File: src/rtl/prof_pkg.sv
package prof_pkg;
  localparam int LEN_W   = 8;
  localparam int SIZE_W  = 3;
  localparam int BYTES_W = LEN_W + (1 << SIZE_W) - 1 + 1;

  function automatic logic [BYTES_W-1:0] burst_bytes(
    input logic [LEN_W-1:0]  len,
    input logic [SIZE_W-1:0] size
  );
    logic [BYTES_W-1:0] beats;
    beats = BYTES_W'(len) + BYTES_W'(1);
    return beats << size;
  endfunction
endpackage

File: src/rtl/prof_id_filter.sv
module prof_id_filter
  import prof_pkg::*;
#(
  parameter int ID_W = 4
) (
  input  logic               run,
  input  logic               valid,
  input  logic               ready,
  input  logic [ID_W-1:0]    id,
  input  logic [ID_W-1:0]    id_sel,
  input  logic [ID_W-1:0]    id_mask,
  input  logic [LEN_W-1:0]   len,
  input  logic [SIZE_W-1:0]  size,
  output logic               hit,
  output logic [BYTES_W-1:0] bytes
);
  logic id_ok;
  always_comb begin
    id_ok = ((id ^ id_sel) & id_mask) == '0;
    hit   = run && valid && ready && id_ok;
    bytes = burst_bytes(len, size);
  end
endmodule

File: src/rtl/prof_sat_cnt.sv
module prof_sat_cnt #(
  parameter int W     = 32,
  parameter int INC_W = 16
) (
  input  logic             clk,
  input  logic             rst_n,
  input  logic             clr,
  input  logic             inc_en,
  input  logic [INC_W-1:0] inc,
  output logic [W-1:0]     cnt,
  output logic             sat_evt
);
  localparam logic [W-1:0] MAX = {W{1'b1}};
  logic [W:0] sum;

  always_comb begin
    sum     = {1'b0, cnt} + (W+1)'(inc);
    sat_evt = inc_en && !clr && sum[W];
  end

  always_ff @(posedge clk or negedge rst_n) begin
    if (!rst_n)       cnt <= '0;
    else if (clr)     cnt <= '0;
    else if (inc_en)  cnt <= sum[W] ? MAX : sum[W-1:0];
  end

  AST_CNT_CLEAR: assert property (@(posedge clk) disable iff (!rst_n)
    clr |=> cnt == '0);
  AST_CNT_SAT_HOLD: assert property (@(posedge clk) disable iff (!rst_n)
    (cnt == MAX && !clr) |=> cnt == MAX);
  AST_CNT_MONOTONIC: assert property (@(posedge clk) disable iff (!rst_n)
    !clr |=> cnt >= $past(cnt));
endmodule

File: src/rtl/prof_mon.sv
module prof_mon
  import prof_pkg::*;
#(
  parameter int ID_W  = 4,
  parameter int CNT_W = 32
) (
  input  logic              clk,
  input  logic              rst_n,
  input  logic              prof_en,
  input  logic              prof_freeze,
  input  logic              prof_clear,
  input  logic [ID_W-1:0]   id_sel,
  input  logic [ID_W-1:0]   id_mask,
  input  logic              ar_valid,
  input  logic              ar_ready,
  input  logic [ID_W-1:0]   ar_id,
  input  logic [LEN_W-1:0]  ar_len,
  input  logic [SIZE_W-1:0] ar_size,
  input  logic              aw_valid,
  input  logic              aw_ready,
  input  logic [ID_W-1:0]   aw_id,
  input  logic [LEN_W-1:0]  aw_len,
  input  logic [SIZE_W-1:0] aw_size,
  input  logic              ctrl_idle,
  output logic [CNT_W-1:0]  rd_acc_cnt,
  output logic [CNT_W-1:0]  wr_acc_cnt,
  output logic [CNT_W-1:0]  rd_byte_cnt,
  output logic [CNT_W-1:0]  wr_byte_cnt,
  output logic [CNT_W-1:0]  busy_cnt,
  output logic              ovf_flag
);
  localparam int NCH  = 2;
  localparam int NCNT = 5;

  logic                run;
  logic                ch_valid [NCH];
  logic                ch_ready [NCH];
  logic [ID_W-1:0]     ch_id    [NCH];
  logic [LEN_W-1:0]    ch_len   [NCH];
  logic [SIZE_W-1:0]   ch_size  [NCH];
  logic                ch_hit   [NCH];
  logic [BYTES_W-1:0]  ch_bytes [NCH];
  logic                c_en     [NCNT];
  logic [BYTES_W-1:0]  c_inc    [NCNT];
  logic [CNT_W-1:0]    c_val    [NCNT];
  logic [NCNT-1:0]     c_sat;

  always_comb begin
    run = prof_en && !prof_freeze;
    ch_valid[0] = ar_valid; ch_ready[0] = ar_ready; ch_id[0] = ar_id;
    ch_len[0]   = ar_len;   ch_size[0]  = ar_size;
    ch_valid[1] = aw_valid; ch_ready[1] = aw_ready; ch_id[1] = aw_id;
    ch_len[1]   = aw_len;   ch_size[1]  = aw_size;
    // index: 0 rd acc, 1 wr acc, 2 rd bytes, 3 wr bytes, 4 busy
    for (int c = 0; c < NCH; c++) begin
      c_en[c]      = ch_hit[c];
      c_inc[c]     = BYTES_W'(1);
      c_en[c+2]    = ch_hit[c];
      c_inc[c+2]   = ch_bytes[c];
    end
    c_en[4]  = run && !ctrl_idle;
    c_inc[4] = BYTES_W'(1);
  end

  for (genvar g = 0; g < NCH; g++) begin : g_ch
    prof_id_filter #(.ID_W(ID_W)) u_flt (
      .run(run), .valid(ch_valid[g]), .ready(ch_ready[g]), .id(ch_id[g]),
      .id_sel(id_sel), .id_mask(id_mask), .len(ch_len[g]), .size(ch_size[g]),
      .hit(ch_hit[g]), .bytes(ch_bytes[g])
    );
  end

  for (genvar k = 0; k < NCNT; k++) begin : g_cnt
    prof_sat_cnt #(.W(CNT_W), .INC_W(BYTES_W)) u_cnt (
      .clk(clk), .rst_n(rst_n), .clr(prof_clear), .inc_en(c_en[k]),
      .inc(c_inc[k]), .cnt(c_val[k]), .sat_evt(c_sat[k])
    );
  end

  always_ff @(posedge clk or negedge rst_n) begin
    if (!rst_n)          ovf_flag <= 1'b0;
    else if (prof_clear) ovf_flag <= 1'b0;
    else if (|c_sat)     ovf_flag <= 1'b1;
  end

  assign rd_acc_cnt  = c_val[0];
  assign wr_acc_cnt  = c_val[1];
  assign rd_byte_cnt = c_val[2];
  assign wr_byte_cnt = c_val[3];
  assign busy_cnt    = c_val[4];

  AST_HOLD_WHEN_STOPPED: assert property (@(posedge clk) disable iff (!rst_n)
    (!(prof_en && !prof_freeze) && !prof_clear)
    |=> $stable({rd_acc_cnt, wr_acc_cnt, rd_byte_cnt, wr_byte_cnt, busy_cnt}));
  AST_OVF_STICKY: assert property (@(posedge clk) disable iff (!rst_n)
    (ovf_flag && !prof_clear) |=> ovf_flag);
  AST_NO_HS_NO_READ: assert property (@(posedge clk) disable iff (!rst_n)
    (!(ar_valid && ar_ready) && !prof_clear) |=> $stable(rd_acc_cnt));
  AST_IDLE_NO_BUSY: assert property (@(posedge clk) disable iff (!rst_n)
    (ctrl_idle && !prof_clear) |=> $stable(busy_cnt));
endmodule

File: config.mk
export PLATFORM = sky130hd
export DESIGN_NAME = prof_mon
export DESIGN_NICKNAME = d
export VERILOG_FILES = /design/src/rtl/prof_pkg.sv /design/src/rtl/prof_id_filter.sv /design/src/rtl/prof_sat_cnt.sv /design/src/rtl/prof_mon.sv
export SDC_FILE = /design/constraint.sdc
export NUM_CORES = 1
export LEC_CHECK = 0
export BUFFER_PORTS_ARGS = -buffer_cell sky130_fd_sc_hd__buf_2
export CAP_MARGIN = 20
export CORE_MARGIN = 2
export CORE_UTILIZATION = 50
export CTS_BUF_LIST = sky130_fd_sc_hd__clkbuf_2 sky130_fd_sc_hd__clkbuf_4 sky130_fd_sc_hd__clkbuf_8
export DETAILED_ROUTE_END_ITERATION = 8
export GPL_ROUTABILITY_DRIVEN = 1
export PLACE_DENSITY = 0.76
export REMOVE_ABC_BUFFERS = 1
export SYNTH_ARGS = -nofsm -noshare
export SYNTH_HDL_FRONTEND = slang
export SYNTH_SLANG_ARGS = --single-unit
File: constraint.sdc
create_clock -name clk -period 2.7 [get_ports clk]
set_clock_uncertainty 0.05 [all_clocks]
set_input_delay 0.27 -clock clk [delete_from_list [all_inputs] [get_ports clk]]
set_output_delay 0.27 -clock clk [all_outputs]
set_load 0.01 [all_outputs]
---- After elaboration in Yosys (flattened, before gate mapping) ----
Index checks and enable logic that the tools add are counted.
Widths: inputs -> output; s select.
storage, ports and cells
  register bits after elaboration ......... 161
  input port bits ......................... 48
  output and inout bits ................... 161
  logic and storage cells ................. 62
cells by class
  add/sub/neg operators ................... 7
  shifts and indexed selects .............. 2
  muxes and demuxes ....................... 17
  bitwise gates (word level) .............. 4
  reduce and logical (&&, ||, !) cells .... 26
operators by type and width
  kind                   number
  $mux 32                15
  $add 32x1->33 const B  3
  $add 32x16->33         2
  $shl 16x3->16          2
  $add 8x1->9 const B    2
  $logic_and 1x1->1      16
  $and 4x4->4            2
  $logic_not 4->1        2
  $reduce_bool 2->1      4
  $xor 4x4->4            2
  $reduce_or 5->1        1
  $logic_not 1->1        3
  $mux 1                 2

---- Longest topological paths before layout ----
Gate-level depths: netlist of run 1.
  word-level depth ........................ 10
  mapped depth ............................ 21
  gate-level depth less buffers ........... 18

---- Cells and area by module ----
A second synthesis of run 1 with hierarchy kept.
second synthesis, totals
  cells, all modules ...................... 1509
  area, all modules ....................... 13613.1 um2
by module, submodules not included
  module                              instances  cells an instance  area an instance (um2)  seq. area each (um2)
  prof_sat_cnt at g_cnt[0].u_cnt ...  3          247                2421.1                  800.8
  prof_sat_cnt at g_cnt[4].u_cnt      1          300                2575.0                  800.8
  prof_sat_cnt at g_cnt[3].u_cnt      1          262                2443.6                  800.8
  prof_id_filter                      2          99                 634.4                   0.0
  prof_mon                            1          8                  62.6                    25.0

---- Least setup slack after synthesis of run 1 ----
OpenSTA, ideal clock, no wires.
  path kind ............................... input port to flip-flop
  start ................................... input port aw_len[0]
  end ..................................... register g_cnt[3].u_cnt.cnt[27]
  library setup time ...................... 0.138 ns
  data arrival time ....................... 3.619 ns
  required time ........................... 2.512 ns
  setup slack ............................. -1.107 ns
  stages .................................. 19
  path buffers ............................ 3
  cell sequence ........................... ha_1 -> and4_1 -> clkbuf_1 -> and3_1 -> o22a_1 -> o22a_1 -> mux2i_1 -> o22ai_1 -> ha_1 -> clkbuf_1 -> a21oi_1 -> o21ai_0 -> a21bo_2 -> a31oi_1 -> or3_1 -> clkbuf_1 -> nand2_1 -> nor4_1 -> a211oi_1
between the ends
  cells in the longest elaborated chain, start to end .. 6
ends and longest elaborated chain
  item                    RTL line            RTL
  start: declaration      prof_mon.sv:22      input logic [LEN_W-1:0] aw_len,
  $add 8x1->9             prof_pkg.sv:11      beats = BYTES_W'(len) + BYTES_W'(1);
  $shl 16x3->16           prof_pkg.sv:12      return beats << size;
  $add 32x16->33          prof_sat_cnt.sv:17  sum = {1'b0, cnt} + (W+1)'(inc);
  $mux 32 (2 in series)   prof_sat_cnt.sv:24  else if (inc_en) cnt <= sum[W] ? MAX : sum[W-1:0];
  $mux 32                 prof_sat_cnt.sv:23  else if (clr) cnt <= '0;
  end signal: assignment  prof_sat_cnt.sv:24
  end: declaration        prof_sat_cnt.sv:10  output logic [W-1:0] cnt,
No other way between the ends. The select of a mux whose other input is x is not followed.
A chain may end at the register's enable or synchronous reset.

---- Worst setup path in the final report of run 1 ----
  start ................................... input port aw_len[0]
  end ..................................... register g_cnt[3].u_cnt.cnt[8]
Same word-level chain as after synthesis.

==> results of run 1 <==
state kept, by name, summed over array words and instances (netlist names):
register,cells
g_cnt.u_cnt.cnt,160
ovf_flag,1
how the worst max path moves through the flow:
stage	end	start
6_report	g_cnt[3].u_cnt.cnt[8]	aw_len[0]
5_1_grt	g_cnt[3].u_cnt.cnt[8]	aw_len[0]
4_1_cts	g_cnt[2].u_cnt.cnt[25]	ar_len[0]
3_5_place_dp	g_cnt[2].u_cnt.cnt[31]	ar_len[0]
3_3_place_gp	g_cnt[2].u_cnt.cnt[31]	ar_len[0]
2_1_floorplan	g_cnt[3].u_cnt.cnt[27]	aw_len[0]
report_power, final:
part	switching, mW	internal (mW)
sequential	0.0129	2.42
combinational	0.497	0.391
clock	1.01	0.832
synth_stat cells (all sizes together) (9+ instances only):
| cell type | count | area [um^2] |
|---|---|---|
| a211oi | 24 | 180 |
| a21o | 14 | 105 |
| a21oi | 117 | 586 |
| a311oi | 32 | 280 |
| a31oi | 26 | 163 |
| a41o | 9 | 90.1 |
| and2 | 25 | 159 |
| and3 | 49 | 307 |
| and4 | 25 | 221 |
| buf | 9 | 48.8 |
| clkbuf | 62 | 233 |
| dfrtp | 161 | 4030 |
| ha | 37 | 463 |
| inv | 12 | 45.0 |
| mux2i | 19 | 190 |
| nand2 | 112 | 423 |
| nand3 | 75 | 375 |
| nand4 | 20 | 125 |
| nor2 | 151 | 569 |
| nor3 | 43 | 215 |
| nor4 | 10 | 68.8 |
| o21ai | 74 | 370 |
| o22ai | 18 | 113 |
| xnor2 | 22 | 193 |
| xor2 | 45 | 394 |
cells by family after synthesis:
family          Yosys count  synth area share, %
simple gates            546                 25.4
flops                   161                 37.7
xor+xnor                 67                 5.48
compound gates          363                 21.6
fa+ha+maj                39                 4.70
buf+inv                  83                 3.05
mux                      22                 2.09
cell usage in the layout, fill, tap and decap left out, types with 9 or more instances in the layout:
cell      Yosys  final
buf_2         3    200
nor2_1      150    143
nand3_1      75     69
o21ai_0      73     52
xnor2_1      22     21
clkbuf_8      0     17
o21ai_2       0     14
nor3_1       43     35
a41o_1        9      9
a31oi_1      26     16
and3_1       49     42
a211oi_1     24     19
inv_1        11     11
dfrtp_1     161    161
buf_4         1    188
nand2_1     111    100
a21o_1       14     14
nand4_1      20     20
and4_1       24     23
a21oi_1     117    104
xor2_1       45     43
and2_1       23     21
buf_6         1     20
o22ai_1      18     10
ha_1         37     32
a311oi_1     32     24
mux2i_1      19     16
worst max-delay path, cell delays in order:
cell      delay, ns
buf_8          0.10
ha_4           0.15
buf_6          0.13
a31oi_4        0.13
nand2_1        0.08
o21ai_2        0.07
a22oi_2        0.10
mux2i_1        0.20
and2_1         0.19
a31oi_1        0.06
ha_1           0.36
and3_4         0.21
nand4_1        0.20
o31ai_4        0.30
a31oi_4        0.07
or3_4          0.47
buf_12         0.18
buf_8          0.13
a311oi_2       0.29
layout make-up:
cell class	instances	area, um^2
Inverter	12	45.0
Timing Repair Buffer	424	2920
Clock buffer	17	234
Fill cell	1544	5950
Sequential cell	161	4030
Tap cell	275	344
Multi-Input combinational cell	1037	7340
Clock inverter	14	158
metal layers:
layer,routed length (um),up-vias
met3,2790,150
met1,14300,5819
li1,-,5492
met4,1760,0
met5,0,-
met2,18400,628
repair_timing:
| item | in CTS | in global routing |
|---|---|---|
| hold endpoints to repair | 49 | 0 |
| cloned | 3 | 1 |
| setup buffers | 23 | 24 |
| endpoints found under the setup margin | 65 | 67 |
| hold buffers | 1 | 0 |
| pin swaps | 69 | 73 |
| gates resized for setup | 145 | 99 |
==> results.sh, run 1 <==
export IMPL_rows=53
export IMPL_core_area_mm2=0.0210
export IMPL_grt_pass1_vias=11200
export IMPL_overflow=0
export IMPL_h_tree_depth=4
export IMPL_reg2reg_slack_ns=-0.33
export IMPL_setup_viol=65
export IMPL_cp_start_kind="primary input"
export IMPL_critPathMaxFanout=5
export IMPL_place_inst=1861
export IMPL_track_usage_pct=30.3
export IMPL_ys_seq_elements=161
export IMPL_io_buffers=208
export IMPL_met1_usage_pct=37.5
export IMPL_hold_depth=4
export IMPL_drtIter0Drc=960
export IMPL_postRouteAntennaNets=0
export IMPL_powerDensity_mw_per_mm2=343
export IMPL_synth_area_mm2=0.0107
export IMPL_pre_cts_slack_ns=-1.27
export IMPL_fin_cells=1940
export IMPL_grt_use_met2_pct=51.1
export IMPL_die_x_um=150
export IMPL_slew_viol_final=0
export IMPL_vdd_drop_max_mv=0.368
export IMPL_hold_end="g_cnt[4].u_cnt.cnt[0]"
export IMPL_r2r_start="g_cnt[3].u_cnt.cnt[0]"
export IMPL_finalWorstSetupSlack_ns=-0.674
export IMPL_seq_area_frac_synth_pct=37.7
export IMPL_worstSetupPathType="primary input to flip-flop"
export IMPL_met3_usage_pct=6.39
export IMPL_worstMarginPinSlew_ns=0.974
export IMPL_wire_per_inst_um=19.2
export IMPL_period_minus_slack_ns=3.37
export IMPL_wl_um=37300
export IMPL_async_flop_share_pct=100
export IMPL_placed_cell_area_mm2=0.0131
export IMPL_synth_ff_type="dfrtp_1"
export IMPL_fin_tns_setup_ns=-30.77
export IMPL_violations="negative setup slack"
export IMPL_drt_first_pass_iters=5
export IMPL_rsz0062_at_grt="yes"
export IMPL_final_util_pct=71.7
export IMPL_clockBufferDepth=2
export IMPL_cts_buffers=17
export IMPL_hold_viol_final=0
export IMPL_hp_start="ctrl_idle"
export IMPL_total_power_mw=5.16
export IMPL_slew_limit_headroom_pct=35.0
export IMPL_hpwl_um=23100
export IMPL_hold_path_class="primary input to flip-flop"
export IMPL_insertion_delay_ns=0.47
export IMPL_netlist_instances=1281
export IMPL_cap_viol_max_count=0
export IMPL_num_nets_final=1740
export IMPL_postSynthAreaPerCell_um2=8.35
export IMPL_status="complete, but fails checks"
export IMPL_fmax_mhz=296
export IMPL_reg2reg_to="g_cnt[3].u_cnt.cnt[14]"
export IMPL_pin_count=209
export IMPL_leakagePower_nw=7.26
export IMPL_arrival_ns=3.69
export IMPL_viasPerCell=6.23
export IMPL_yosysUniqueCellTypes=71
export IMPL_ys_warn_count=0
export IMPL_vias=12100
export IMPL_hold_slack_ns=0.177
export IMPL_cp_required_ns=3.02
export IMPL_area_growth_syn_to_layout_pct=40.8
export IMPL_grt_first_pass_wirelength_um=55200
export IMPL_die_area_mm2=0.0226
export IMPL_diodes=0
export IMPL_drive_above_1_share_pct=36.2
export IMPL_antenna_found_initial=0
export IMPL_die_h_um=150
export IMPL_fin_area_mm2=0.0151
export IMPL_rr_worst_depth=11
export IMPL_clk_pin_slew_ns=0.09
export IMPL_cp_end_kind="flip-flop"
export IMPL_top_usage_layer="met2"
export IMPL_drc=0
export IMPL_grt_max_degree=140
export IMPL_cts_tree="yes"
export IMPL_floorplan_initialDensity_pct=50.9
export IMPL_place_congestion=0.894
export IMPL_synth_edf_count=0
export IMPL_cts_sinks=161
export IMPL_min_period_over_period_pct=125
export IMPL_cts_root_buf="clkbuf_8"
No activity file was read; power rests on OpenSTA's default activity.
==> run 2, diff against run 1 <==
--- a/config.mk
+++ b/config.mk
@@ -7,12 +7,11 @@
 export LEC_CHECK = 0
 export BUFFER_PORTS_ARGS = -buffer_cell sky130_fd_sc_hd__buf_2
 export CAP_MARGIN = 20
-export CORE_MARGIN = 2
+export CORE_MARGIN = 4
 export CORE_UTILIZATION = 50
 export CTS_BUF_LIST = sky130_fd_sc_hd__clkbuf_2 sky130_fd_sc_hd__clkbuf_4 sky130_fd_sc_hd__clkbuf_8
 export DETAILED_ROUTE_END_ITERATION = 8
-export GPL_ROUTABILITY_DRIVEN = 1
-export PLACE_DENSITY = 0.76
+export PLACE_DENSITY = 0.73
 export REMOVE_ABC_BUFFERS = 1
 export SYNTH_ARGS = -nofsm -noshare
 export SYNTH_HDL_FRONTEND = slang
==> constraint.sdc (replaced) <==
create_clock -name clk -period 3.7 [get_ports clk]
set_clock_uncertainty 0.05 [all_clocks]
set_input_delay 0.37 -clock clk [delete_from_list [all_inputs] [get_ports clk]]
set_output_delay 0.37 -clock clk [all_outputs]
set_load 0.01 [all_outputs]
==> results.sh, run 2 (synthesis results as in run 1) <==
export IMPL_antenna_found_initial=0
export IMPL_hpwl_um=22100
export IMPL_rows=53
export IMPL_cts_tree="yes"
export IMPL_clockBufferDepth=2
export IMPL_place_congestion=0.915
export IMPL_total_power_mw=3.49
export IMPL_fin_area_mm2=0.0131
export IMPL_setup_viol=0
export IMPL_wl_um=30400
export IMPL_slew_viol_final=0
export IMPL_largest_reg_flops=160
export IMPL_wire_per_inst_um=16.6
export IMPL_overflow=0
export IMPL_diodes=0
export IMPL_core_area_mm2=0.0210
export IMPL_cp_required_ns=4.01
export IMPL_finalWorstSetupSlack_ns=0.252
export IMPL_clk_pin_slew_ns=0.09
export IMPL_drt_first_pass_iters=5
export IMPL_track_usage_pct=25.0
export IMPL_pre_cts_slack_ns=-0.359
export IMPL_io_buffers=208
export IMPL_reg_top3="g_cnt.u_cnt.cnt x160, ovf_flag x1"
export IMPL_final_cell_mix="buf_2 (206), dfrtp_1 (161), nor2_1 (150)"
export IMPL_cts_buffers=17
export IMPL_cp_end_kind="flip-flop"
export IMPL_placed_cell_area_mm2=0.0126
export IMPL_status="finished clean"
export IMPL_cp_start_kind="primary input"
export IMPL_die_h_um=154
export IMPL_postRouteAntennaNets=0
export IMPL_die_area_mm2=0.0238
export IMPL_worstSetupPathType="primary input to flip-flop"
export IMPL_worstMarginPinSlew_ns=1.10
export IMPL_powerDensity_mw_per_mm2=267
export IMPL_final_common_cell="buf_2"
export IMPL_period_minus_slack_ns=3.45
export IMPL_rsz0062_at_grt="no"
export IMPL_drive_above_1_share_pct=24.0
export IMPL_die_x_um=154
export IMPL_fin_cells=1834
export IMPL_min_period_over_period_pct=93.2
export IMPL_leakagePower_nw=6.38
export IMPL_num_nets_final=1633
export IMPL_drc=0
export IMPL_arrival_ns=3.76
export IMPL_place_inst=1801
export IMPL_drtIter0Drc=630
export IMPL_h_tree_depth=4
export IMPL_grt_max_degree=75
export IMPL_fmax_mhz=290
export IMPL_floorplan_initialDensity_pct=50.9
export IMPL_slew_limit_headroom_pct=26.5
export IMPL_viasPerCell=5.93
export IMPL_vias=10900
export IMPL_hold_viol_final=0
export IMPL_cts_root_buf="clkbuf_8"
export IMPL_pin_count=209
export IMPL_largest_register="g_cnt.u_cnt.cnt"
export IMPL_grt_pass1_vias=10200
export IMPL_fin_tns_setup_ns=0
export IMPL_cap_viol_max_count=0
export IMPL_area_growth_syn_to_layout_pct=22.0
export IMPL_cts_sinks=161
export IMPL_hold_path_class="primary input to flip-flop"
export IMPL_vdd_drop_max_mv=0.196
export IMPL_insertion_delay_ns=0.46
export IMPL_post_cts_buffers=0
export IMPL_critPathMaxFanout=5
export IMPL_grt_first_pass_wirelength_um=50300
[run 2: changes by cell type in the layout (fill, tap and decap cells not counted), moves of 10 or more]
cell     change
o21ai_2     -14
o21ai_0     +21
nand2_1     +10
buf_6       -19
a21oi_1     +12
buf_4       -81
a31oi_1     +10
[run 2: per-layer routing]
layer / share of wire (%) / up-vias / global-route usage, %
li1: - / 5283 / -
met1: 43 / 5183 / 33.0
met2: 48 / 355 / 42.2
met3: 6.5 / 51 / 4.76
met4: 2.1 / 0 / 7.19
met5: 0 / - / 0
[run 2: what timing repair did]
action,in CTS,in global routing
hold endpoints to repair,63,0
setup endpoints to repair,0,19
resized for setup,0,7
hold buffers,1,0
[run 2: path summary, 6_finish.rpt]
check,endpoint,depth (start not counted),from,slack [ns]
worst min-delay path,g_cnt[4].u_cnt.cnt[0],4,ctrl_idle,0.26
min in group asynchronous,g_cnt[0].u_cnt.cnt[26],2,rst_n,0.45
worst min register to register,g_cnt[3].u_cnt.cnt[26],1,g_cnt[3].u_cnt.cnt[26],0.48
worst max register to register,g_cnt[3].u_cnt.cnt[25],10,g_cnt[3].u_cnt.cnt[0],0.72
max in group asynchronous,g_cnt[3].u_cnt.cnt[16],3,rst_n,2.26
worst max-delay path,g_cnt[2].u_cnt.cnt[25],17,ar_len[0],0.25
[run 2: area by class of cell]
class,count,area [um^2]
Clock buffer,20,263
Clock inverter,12,97.6
Fill cell,1880,7970
Inverter,12,45.0
Multi-Input combinational cell,1037,6380
Sequential cell,161,4030
Tap cell,275,344
Timing Repair Buffer,317,1900
[run 2: report_power, final]
part | switching [mW] | internal [mW]
clock | 0.712 | 0.512
combinational | 0.280 | 0.211
sequential | 0.00920 | 1.77
total | 1.00 | 2.49
[run 2: through the flow]
stage / utilization (%) / hold WS [ns]
2_1_floorplan: - / 0.0244
3_3_place_gp: 60.2 / 0.360
3_5_place_dp: 60.2 / 0.359
4_1_cts: 61.9 / 0.231
5_1_grt: 62.1 / 0.267
6_report: 62.1 / 0.261
[run 2: worst max-delay path: stages]
cell and delay (ns):
buf_2 0.11, ha_2 0.21, and3_2 0.23, xnor2_2 0.15, mux2i_1 0.12, mux2_2 0.28, nand2_1 0.07, o21ai_0 0.08
ha_1 0.30, and3_1 0.17, nand2_1 0.07, o41a_1 0.46, a31o_1 0.24, or2_1 0.27, and2_4 0.19, and4_4 0.18
a311oi_2 0.24
